`config.mk`:
```
export PLATFORM = sky130hd
export DESIGN_NAME = fmanan_sel
export DESIGN_NICKNAME = d
export VERILOG_FILES = /design/src/rtl/fmanan_pkg.sv /design/src/rtl/fmanan_classify.sv /design/src/rtl/fmanan_ctrl.sv /design/src/rtl/fmanan_datapath.sv /design/src/rtl/fmanan_sel.sv
export SDC_FILE = /design/constraint.sdc
export NUM_CORES = 1
export LEC_CHECK = 0
export ABC_AREA = 1
export BUFFER_PORTS_ARGS = -buffer_cell sky130_fd_sc_hd__clkbuf_2
export CAP_MARGIN = 20
export CORE_AREA = 2 2 100 102
export DETAILED_ROUTE_END_ITERATION = 16
export DIE_AREA = 0 0 102 104
export GPL_ROUTABILITY_DRIVEN = 0
export PLACE_DENSITY_LB_ADDON = 0.2
export SLEW_MARGIN = 20
export SYNTH_ARGS = -nofsm -noshare
export SYNTH_HDL_FRONTEND = slang
export SYNTH_HIERARCHICAL = 1
export SYNTH_SLANG_ARGS = --single-unit
```
`constraint.sdc`:
```
create_clock -name vclk -period 3.8
set_input_delay 0.38 -clock vclk [all_inputs]
set_output_delay 0.38 -clock vclk [all_outputs]
set_load 0.01 [all_outputs]
```
`src/rtl/fmanan_pkg.sv`:
```
package fmanan_pkg;
  typedef struct packed {
    logic isNan;
    logic isSnan;
    logic isInf;
    logic isZero;
  } opClass_t;

  typedef enum logic [1:0] {
    PICK_A   = 2'd0,
    PICK_B   = 2'd1,
    PICK_C   = 2'd2,
    PICK_DEF = 2'd3
  } pick_e;

  typedef struct packed {
    pick_e pick;
    logic  raiseInvalid;
    logic  anyNan;
  } ctrlStrobe_t;
endpackage

```
`src/rtl/fmanan_classify.sv`:
```
module fmanan_classify
  import fmanan_pkg::*;
#(
  parameter int SP_EXP = 8,
  parameter int SP_MAN = 23,
  parameter int DP_EXP = 11,
  parameter int DP_MAN = 52,
  parameter int DW     = 64
) (
  input  logic [DW-1:0] op,
  input  logic          isDouble,
  input  logic          legacyNan,
  output opClass_t      cls
);
  logic expOnes, expZero, manZero, topBit;

  always_comb begin
    if (isDouble) begin
      expOnes = &op[DP_MAN +: DP_EXP];
      expZero = ~|op[DP_MAN +: DP_EXP];
      manZero = ~|op[DP_MAN-1:0];
      topBit  = op[DP_MAN-1];
    end else begin
      expOnes = &op[SP_MAN +: SP_EXP];
      expZero = ~|op[SP_MAN +: SP_EXP];
      manZero = ~|op[SP_MAN-1:0];
      topBit  = op[SP_MAN-1];
    end
    cls.isNan  = expOnes && !manZero;
    cls.isSnan = cls.isNan && (topBit == legacyNan);
    cls.isInf  = expOnes && manZero;
    cls.isZero = expZero && manZero;
  end

  always_comb begin
    AST_CLASS_EXCLUSIVE: assert ($onehot0({cls.isNan, cls.isInf, cls.isZero}))
      else $error("operand classes overlap");
  end
endmodule

```
`src/rtl/fmanan_ctrl.sv`:
```
module fmanan_ctrl
  import fmanan_pkg::*;
(
  input  opClass_t    clsA,
  input  opClass_t    clsB,
  input  opClass_t    clsC,
  input  logic        legacyNan,
  output ctrlStrobe_t strobe
);
  opClass_t clsArr [3];
  pick_e    order  [3];
  logic     infZero, anySnan, found;

  assign clsArr[0] = clsA;
  assign clsArr[1] = clsB;
  assign clsArr[2] = clsC;

  always_comb begin
    if (legacyNan) begin
      order[0] = PICK_A; order[1] = PICK_B; order[2] = PICK_C;
    end else begin
      order[0] = PICK_C; order[1] = PICK_A; order[2] = PICK_B;
    end
  end

  always_comb begin
    infZero = ((clsA.isInf && clsB.isZero) || (clsA.isZero && clsB.isInf)) && clsC.isNan;
    anySnan = clsA.isSnan || clsB.isSnan || clsC.isSnan;
    strobe.anyNan       = clsA.isNan || clsB.isNan || clsC.isNan;
    strobe.raiseInvalid = anySnan || infZero;
    strobe.pick         = PICK_DEF;
    found               = 1'b0;
    if (infZero) begin
      strobe.pick = legacyNan ? PICK_DEF : PICK_C;
    end else begin
      for (int i = 0; i < 3; i++) begin
        if (!found && clsArr[order[i]].isSnan) begin
          strobe.pick = order[i];
          found = 1'b1;
        end
      end
      for (int i = 0; i < 3; i++) begin
        if (!found && clsArr[order[i]].isNan) begin
          strobe.pick = order[i];
          found = 1'b1;
        end
      end
    end
  end

  logic pickedNan;
  always_comb begin
    case (strobe.pick)
      PICK_A:  pickedNan = clsA.isNan;
      PICK_B:  pickedNan = clsB.isNan;
      PICK_C:  pickedNan = clsC.isNan;
      default: pickedNan = 1'b1;
    endcase
    AST_PICK_IS_NAN: assert (!strobe.anyNan || pickedNan)
      else $error("picked operand is not a NaN");
    AST_INVALID_NEEDS_NAN: assert (!strobe.raiseInvalid || strobe.anyNan)
      else $error("invalid raised without a NaN operand");
    AST_DEFAULT_LEGACY_ONLY: assert (!(strobe.anyNan && strobe.pick == PICK_DEF) || legacyNan)
      else $error("default NaN chosen in 2008 mode");
  end
endmodule

```
`src/rtl/fmanan_datapath.sv`:
```
module fmanan_datapath
  import fmanan_pkg::*;
#(
  parameter int SP_EXP = 8,
  parameter int SP_MAN = 23,
  parameter int DP_EXP = 11,
  parameter int DP_MAN = 52,
  parameter int DW     = 64
) (
  input  logic [DW-1:0] opA,
  input  logic [DW-1:0] opB,
  input  logic [DW-1:0] opC,
  input  logic          isDouble,
  input  logic          legacyNan,
  input  ctrlStrobe_t   strobe,
  output logic          nanPresent,
  output logic [DW-1:0] nanResult,
  output logic          invalidOp
);
  localparam int SP_W = 1 + SP_EXP + SP_MAN;
  localparam int DP_W = 1 + DP_EXP + DP_MAN;
  localparam logic [SP_W-1:0] SP_DEF = {1'b0, {SP_EXP{1'b1}}, 1'b0, {(SP_MAN-1){1'b1}}};
  localparam logic [DP_W-1:0] DP_DEF = {1'b0, {DP_EXP{1'b1}}, 1'b0, {(DP_MAN-1){1'b1}}};

  logic [DW-1:0] chosen, quiet;
  logic          emptyPayload;

  always_comb begin
    case (strobe.pick)
      PICK_A:  chosen = opA;
      PICK_B:  chosen = opB;
      PICK_C:  chosen = opC;
      default: chosen = '0;
    endcase
    quiet = chosen;
    if (isDouble) begin
      quiet[DP_MAN-1] = !legacyNan;
      emptyPayload    = ~|quiet[DP_MAN-1:0];
    end else begin
      quiet           = {{(DW-SP_W){1'b0}}, chosen[SP_W-1:0]};
      quiet[SP_MAN-1] = !legacyNan;
      emptyPayload    = ~|quiet[SP_MAN-1:0];
    end
    nanPresent = strobe.anyNan;
    invalidOp  = strobe.raiseInvalid;
    if (!strobe.anyNan)
      nanResult = '0;
    else if (strobe.pick == PICK_DEF || emptyPayload)
      nanResult = isDouble ? DW'(DP_DEF) : DW'(SP_DEF);
    else
      nanResult = quiet;
  end

  logic outNan, outQuiet;
  always_comb begin
    outNan   = isDouble ? (&nanResult[DP_MAN +: DP_EXP]) && (|nanResult[DP_MAN-1:0])
                        : (&nanResult[SP_MAN +: SP_EXP]) && (|nanResult[SP_MAN-1:0]);
    outQuiet = isDouble ? (nanResult[DP_MAN-1] != legacyNan) : (nanResult[SP_MAN-1] != legacyNan);
    AST_OUT_IS_NAN: assert (!nanPresent || outNan)
      else $error("output is not a NaN");
    AST_OUT_IS_QUIET: assert (!nanPresent || outQuiet)
      else $error("output NaN is signaling");
    AST_IDLE_ZERO: assert (nanPresent || (nanResult == '0 && !invalidOp))
      else $error("outputs active with no NaN");
    AST_SP_UPPER_ZERO: assert (isDouble || nanResult[DW-1:SP_W] == '0)
      else $error("single result has upper bits set");
  end
endmodule

```
`src/rtl/fmanan_sel.sv`:
```
module fmanan_sel
  import fmanan_pkg::*;
#(
  parameter int SP_EXP = 8,
  parameter int SP_MAN = 23,
  parameter int DP_EXP = 11,
  parameter int DP_MAN = 52,
  parameter int DW     = 1 + DP_EXP + DP_MAN
) (
  input  logic [DW-1:0] opA,
  input  logic [DW-1:0] opB,
  input  logic [DW-1:0] opC,
  input  logic          isDouble,
  input  logic          legacyNan,
  output logic          nanPresent,
  output logic [DW-1:0] nanResult,
  output logic          invalidOp
);
  logic [DW-1:0] ops    [3];
  opClass_t      clsArr [3];
  ctrlStrobe_t   strobe;

  assign ops[0] = opA;
  assign ops[1] = opB;
  assign ops[2] = opC;

  for (genvar i = 0; i < 3; i++) begin : g_cls
    fmanan_classify #(
      .SP_EXP(SP_EXP), .SP_MAN(SP_MAN), .DP_EXP(DP_EXP), .DP_MAN(DP_MAN), .DW(DW)
    ) u_cls (
      .op(ops[i]), .isDouble(isDouble), .legacyNan(legacyNan), .cls(clsArr[i])
    );
  end

  fmanan_ctrl u_ctrl (
    .clsA(clsArr[0]), .clsB(clsArr[1]), .clsC(clsArr[2]),
    .legacyNan(legacyNan), .strobe(strobe)
  );

  fmanan_datapath #(
    .SP_EXP(SP_EXP), .SP_MAN(SP_MAN), .DP_EXP(DP_EXP), .DP_MAN(DP_MAN), .DW(DW)
  ) u_dp (
    .opA(opA), .opB(opB), .opC(opC), .isDouble(isDouble), .legacyNan(legacyNan),
    .strobe(strobe), .nanPresent(nanPresent), .nanResult(nanResult), .invalidOp(invalidOp)
  );
endmodule

```
==> results of run 1 <==
## cells in the final DEF (no fill, tap or decap), types with 3 or more instances in the layout
| cell | count |
|---|---|
| o21ai_1 | 17 |
| nand3_1 | 99 |
| o21ai_0 | 3 |
| buf_4 | 217 |
| nand3_2 | 15 |
| nand2_2 | 26 |
| clkbuf_2 | 234 |
| inv_1 | 96 |
| nor4_1 | 6 |
| o21ai_2 | 22 |
| nand4_1 | 9 |
| buf_6 | 22 |
| nor2_4 | 13 |
| nand3b_1 | 3 |
| clkbuf_16 | 5 |
| inv_2 | 7 |
| nand2_4 | 3 |
| buf_2 | 13 |
| a21oi_2 | 7 |
| xor2_1 | 3 |
| nor2_1 | 139 |
| nand2_1 | 268 |
| buf_12 | 9 |
| inv_4 | 3 |
| nor3_1 | 5 |
| nor2_2 | 40 |
## path summary, 6_finish.rpt
check	from	to	slack, ns	cells after the start
worst max-delay path	opA[43]	nanResult[57]	-0.71	34
worst min-delay path	opC[63]	nanResult[63]	1.13	4
## critical path, delay by kind of cell
kind                   cells  cell delay (ns)
buffers and inverters      9             1.08
and+or+nand+nor           23             2.34
AOI/OAI and AO/OA          2             0.29
## where the power goes
group | leakage [nW] | switching (mW) | internal [mW]
Clock | 0 | 0 | 0
Sequential | 0 | 0 | 0
Combinational | 4.62 | 0.347 | 0.353
## final cells by class
cell class         count  area (um^2)  area share, %
inverters            108        430.4          5.754
well taps            133        166.4          2.225
multi-input cells    690         3408          45.57
repair buffers       503         3475          46.45
## through the flow
| step | instances | hold WS, ns | setup TNS, ns | setup slack [ns] | cell area [um^2] |
|---|---|---|---|---|---|
| final | 1434 | 1.131 | -39.16 | -0.7070 | 7480 |
| after global routing | 1434 | 1.179 | -50.60 | -0.8485 | 7480 |
| after CTS | 1417 | 1.123 | -16.80 | -0.3014 | 6852 |
| after detailed placement | 1405 | 1.127 | -30.82 | -0.5348 | 6570 |
| after global placement | 1405 | 1.122 | -26.57 | -0.4514 | 6570 |
| after floorplan | 837 | 0.8144 | 0 | 0.3265 | 3622 |
## what timing repair did
item | in CTS | in global routing
setup buffers | 11 | 12
endpoints found under the setup margin | 64 | 64
pin swaps | 26 | 33
gates cloned | 1 | 5
resized for setup | 44 | 146
## layer usage
layer  vias up  global-route usage [%]  wire length (um)
li1       3534                       -                 -
met1      3254                   43.81              8137
met2       514                   60.39             10240
met3       125                   3.427              2161
met4         0                   12.86              1194
met5         -                       0                 0
==> impl_metrics.yaml, run 1 <==
timing:
  setup_slack_ns: -0.7070
  hold_viol: 0
  maxSlewViolCount: 0
  max-slew-margin-rel_pct: 28.30
  max_freq_ghz: 0.2219
  post-route-min-period_ns: 4.507
  setup_viol: 64
  rsz0062_at_grt: "yes"
  timing.final.crit_share_pct: 118.6
  worst_slew_pin_slew_ns: 1.074
worst_setup_path:
  cp-start-kind: "input pin"
  critPathRequiredTime_ns: 3.42
  cp_slowest_stage_delay_ns: 0.22
  cp_slowest_cell: "o21ai_2"
  endpoint_kind: "output pin"
  path_max_fanout: 12
  cp_data_arrival_time_ns: 4.13
  worstSetupPathType: "input pin to output pin"
layout:
  num-clock-buffers: 0
  drive_gt1_share_pct: 49.50
  synthToLayoutAreaGrowth_pct: 106.5
  design.seq.count: 0
  finalCoreUtilization_pct: 78.33
  antenna_cells: 0
  register_area_um2: 0
  fill_cells: 781
  nets: 1497
global_routing:
  grt_pass1_vias: 6589
  track_usage_pct: 34.82
  gr-total-overflow: 0
  grt_max_degree: 34
  antenna_found_initial: 0
  grt_pass1_wl_um: 30300
flow_run:
  drv_cap: 0
floorplanning:
  start_util_pct: 37.93
  die-width_um: 102
  ios: 260
  rows: 36
  die_h_um: 104
  coreArea_um2: 9549
  dieArea_um2: 10610
logic_synthesis:
  synthCells: 837
  synthesis.area_um2: 3622
  yosysWarnings: 6
  syn_nets: 1031
  synth.avg_cell_area_um2: 4.328
run_status:
  violations: "negative setup slack"
  status: "complete, but fails checks"
route:
  vias: 7427
  wirelength_um: 21740
  drcViolationCount: 0
  routedWlPerCell_um: 15.16
  drt-initial-drc-count: 515
  dr.pass1.iters: 5
  post_drt_via_cell_ratio: 5.179
  final_antenna_net_count: 0
placement:
  place.port_buffers: 260
  dpl.hpwl_um: 16160
power:
  finalPower_uw: 700.1
  cellLeakagePower_nw: 4.622
  power.density_nw_per_um2: 93.59
  max-vdd-ir-drop_uv: 52.64
clock_tree:
  cts_hold_buffers: 0
worst_hold_path:
  hold_class: "input pin to output pin"
Note: power is estimated with default switching activity, not from simulation.
==> run 2: changes to the inputs <==
Settings changed: BUFFER_PORTS_ARGS -buffer_cell sky130_fd_sc_hd__clkbuf_2 to -buffer_cell sky130_fd_sc_hd__buf_2.
==> run 2 against run 1 <==
  * The run still ends with negative setup slack left
  * Global-route usage down 0.72 points
  * Sequential cell count unchanged
  * Non-clock buffer count down 15
  * Cell count down 0.91%
  * Maximum frequency up 5.7%
  * Critical endpoint is now nanResult[62]
==> impl_metrics.yaml, run 2 (same netlist as run 1, synthesis figures left out) <==
layout:
  antenna_cells: 0
  finalCoreUtilization_pct: 78.81
  register_area_um2: 0
  num-clock-buffers: 0
  fill_cells: 752
  nets: 1484
  final_common_cell: "nand2_1"
  drive_gt1_share_pct: 50.85
  finalNonFillerCells: 1421
  mostFrequentLayoutCells: "nand2_1 (265), buf_2 (229), buf_4 (206), nor2_1 (109)"
  synthToLayoutAreaGrowth_pct: 107.8
  design.seq.count: 0
worst_hold_path:
  hold_class: "input pin to output pin"
worst_setup_path:
  cp_slowest_stage_delay_ns: 0.31
  endpoint_kind: "output pin"
  critPathRequiredTime_ns: 3.42
  path_max_fanout: 8
  worstSetupPathType: "input pin to output pin"
  cp_data_arrival_time_ns: 3.88
  cp-start-kind: "input pin"
  cp_slowest_cell: "o21bai_4"
placement:
  post-place-cells: 1378
  dpl.hpwl_um: 15880
  place.port_buffers: 260
timing:
  setup_slack_ns: -0.4632
  post-route-min-period_ns: 4.263
  max-slew-margin-rel_pct: 24.45
  hold_viol: 0
  maxSlewViolCount: 0
  worst_slew_pin_slew_ns: 1.132
  setup_viol: 64
  max_freq_ghz: 0.2346
  timing.final.crit_share_pct: 112.2
  rsz0062_at_grt: "yes"
  finalHoldWorstSlack_ns: 1.172
floorplanning:
  ios: 260
  die_h_um: 104
  rows: 36
  start_util_pct: 37.93
  die-width_um: 102
  dieArea_um2: 10610
  coreArea_um2: 9549
route:
  wirelength_um: 21790
  drcViolationCount: 0
  maxUsedRoutingLayer: "met5"
  vias: 7417
  drt-initial-drc-count: 689
  drt-met1-wl_um: 7770
  dr.pass1.iters: 5
  wl_met3_um: 2351
  final_antenna_net_count: 0
  routedWlPerCell_um: 15.34
  wl_met2_um: 10750
  post_drt_via_cell_ratio: 5.220
power:
  cellLeakagePower_nw: 4.598
  max-vdd-ir-drop_uv: 53.79
  finalPower_uw: 701.2
  power.density_nw_per_um2: 93.17
clock_tree:
  cts_hold_buffers: 0
global_routing:
  grt_pass1_wl_um: 29420
  antenna_found_initial: 1
  track_usage_pct: 34.10
  gr-total-overflow: 0
  grt_pass1_vias: 6352
  grt_max_degree: 34
flow_run:
  drv_cap: 0
run_status:
  status: "complete, but fails checks"
  violations: "negative setup slack"
run 2: worst max-delay path: cells and delay by family:
kind,cells,cell delay (ns)
buffers and inverters,8,0.94
and+or+nand+nor,21,2.01
AOI/OAI and AO/OA,3,0.55
run 2: report_power, final:
| group | switching [mW] | internal, mW | leakage [nW] |
|---|---|---|---|
| clock network | 0 | 0 | 0 |
| logic | 0.352 | 0.349 | 4.60 |
| registers | 0 | 0 | 0 |
run 2: worst paths after layout:
check	from	to	slack, ns	depth (start not counted)
min	opC[59]	nanResult[59]	1.17	6
max	opA[21]	nanResult[62]	-0.46	32
run 2: through the flow:
| stage | setup WS (ns) | TNS (ns) | instance area, um^2 |
|---|---|---|---|
| after global routing | -0.6990 | -41.86 | 7526 |
| final | -0.4632 | -26.87 | 7526 |
| after floorplan | 0.3265 | 0 | 3622 |
| after CTS | -0.2600 | -13.29 | 6586 |
| after global placement | -0.4487 | -24.42 | 6367 |
| after detailed placement | -0.4960 | -27.42 | 6367 |
run 2: timing repair:
item	4_1_cts	5_1_grt
gates cloned	2	8
setup endpoints to repair	64	64
pin swaps	12	81
buffers inserted	10	23
resized for setup	43	183
endpoints found under the hold margin	0	0
run 2: final cells by class:
| cell class | count | area [um^2] | share of cell area (%) |
|---|---|---|---|
| inverter | 108 | 422.9 | 5.619 |
| multi-input combinational | 691 | 3535 | 46.97 |
| tap | 133 | 166.4 | 2.211 |
| timing repair buffer | 488 | 3396 | 45.12 |
| timing repair inverter | 1 | 6.256 | 0.08313 |
run 2: metal layers:
metal / global-route usage, % / vias to the layer above
li1: - / 3508
met1: 41.42 / 3272
met2: 61.51 / 536
met3: 4.973 / 99
met4: 8.952 / 2
met5: 0 / -
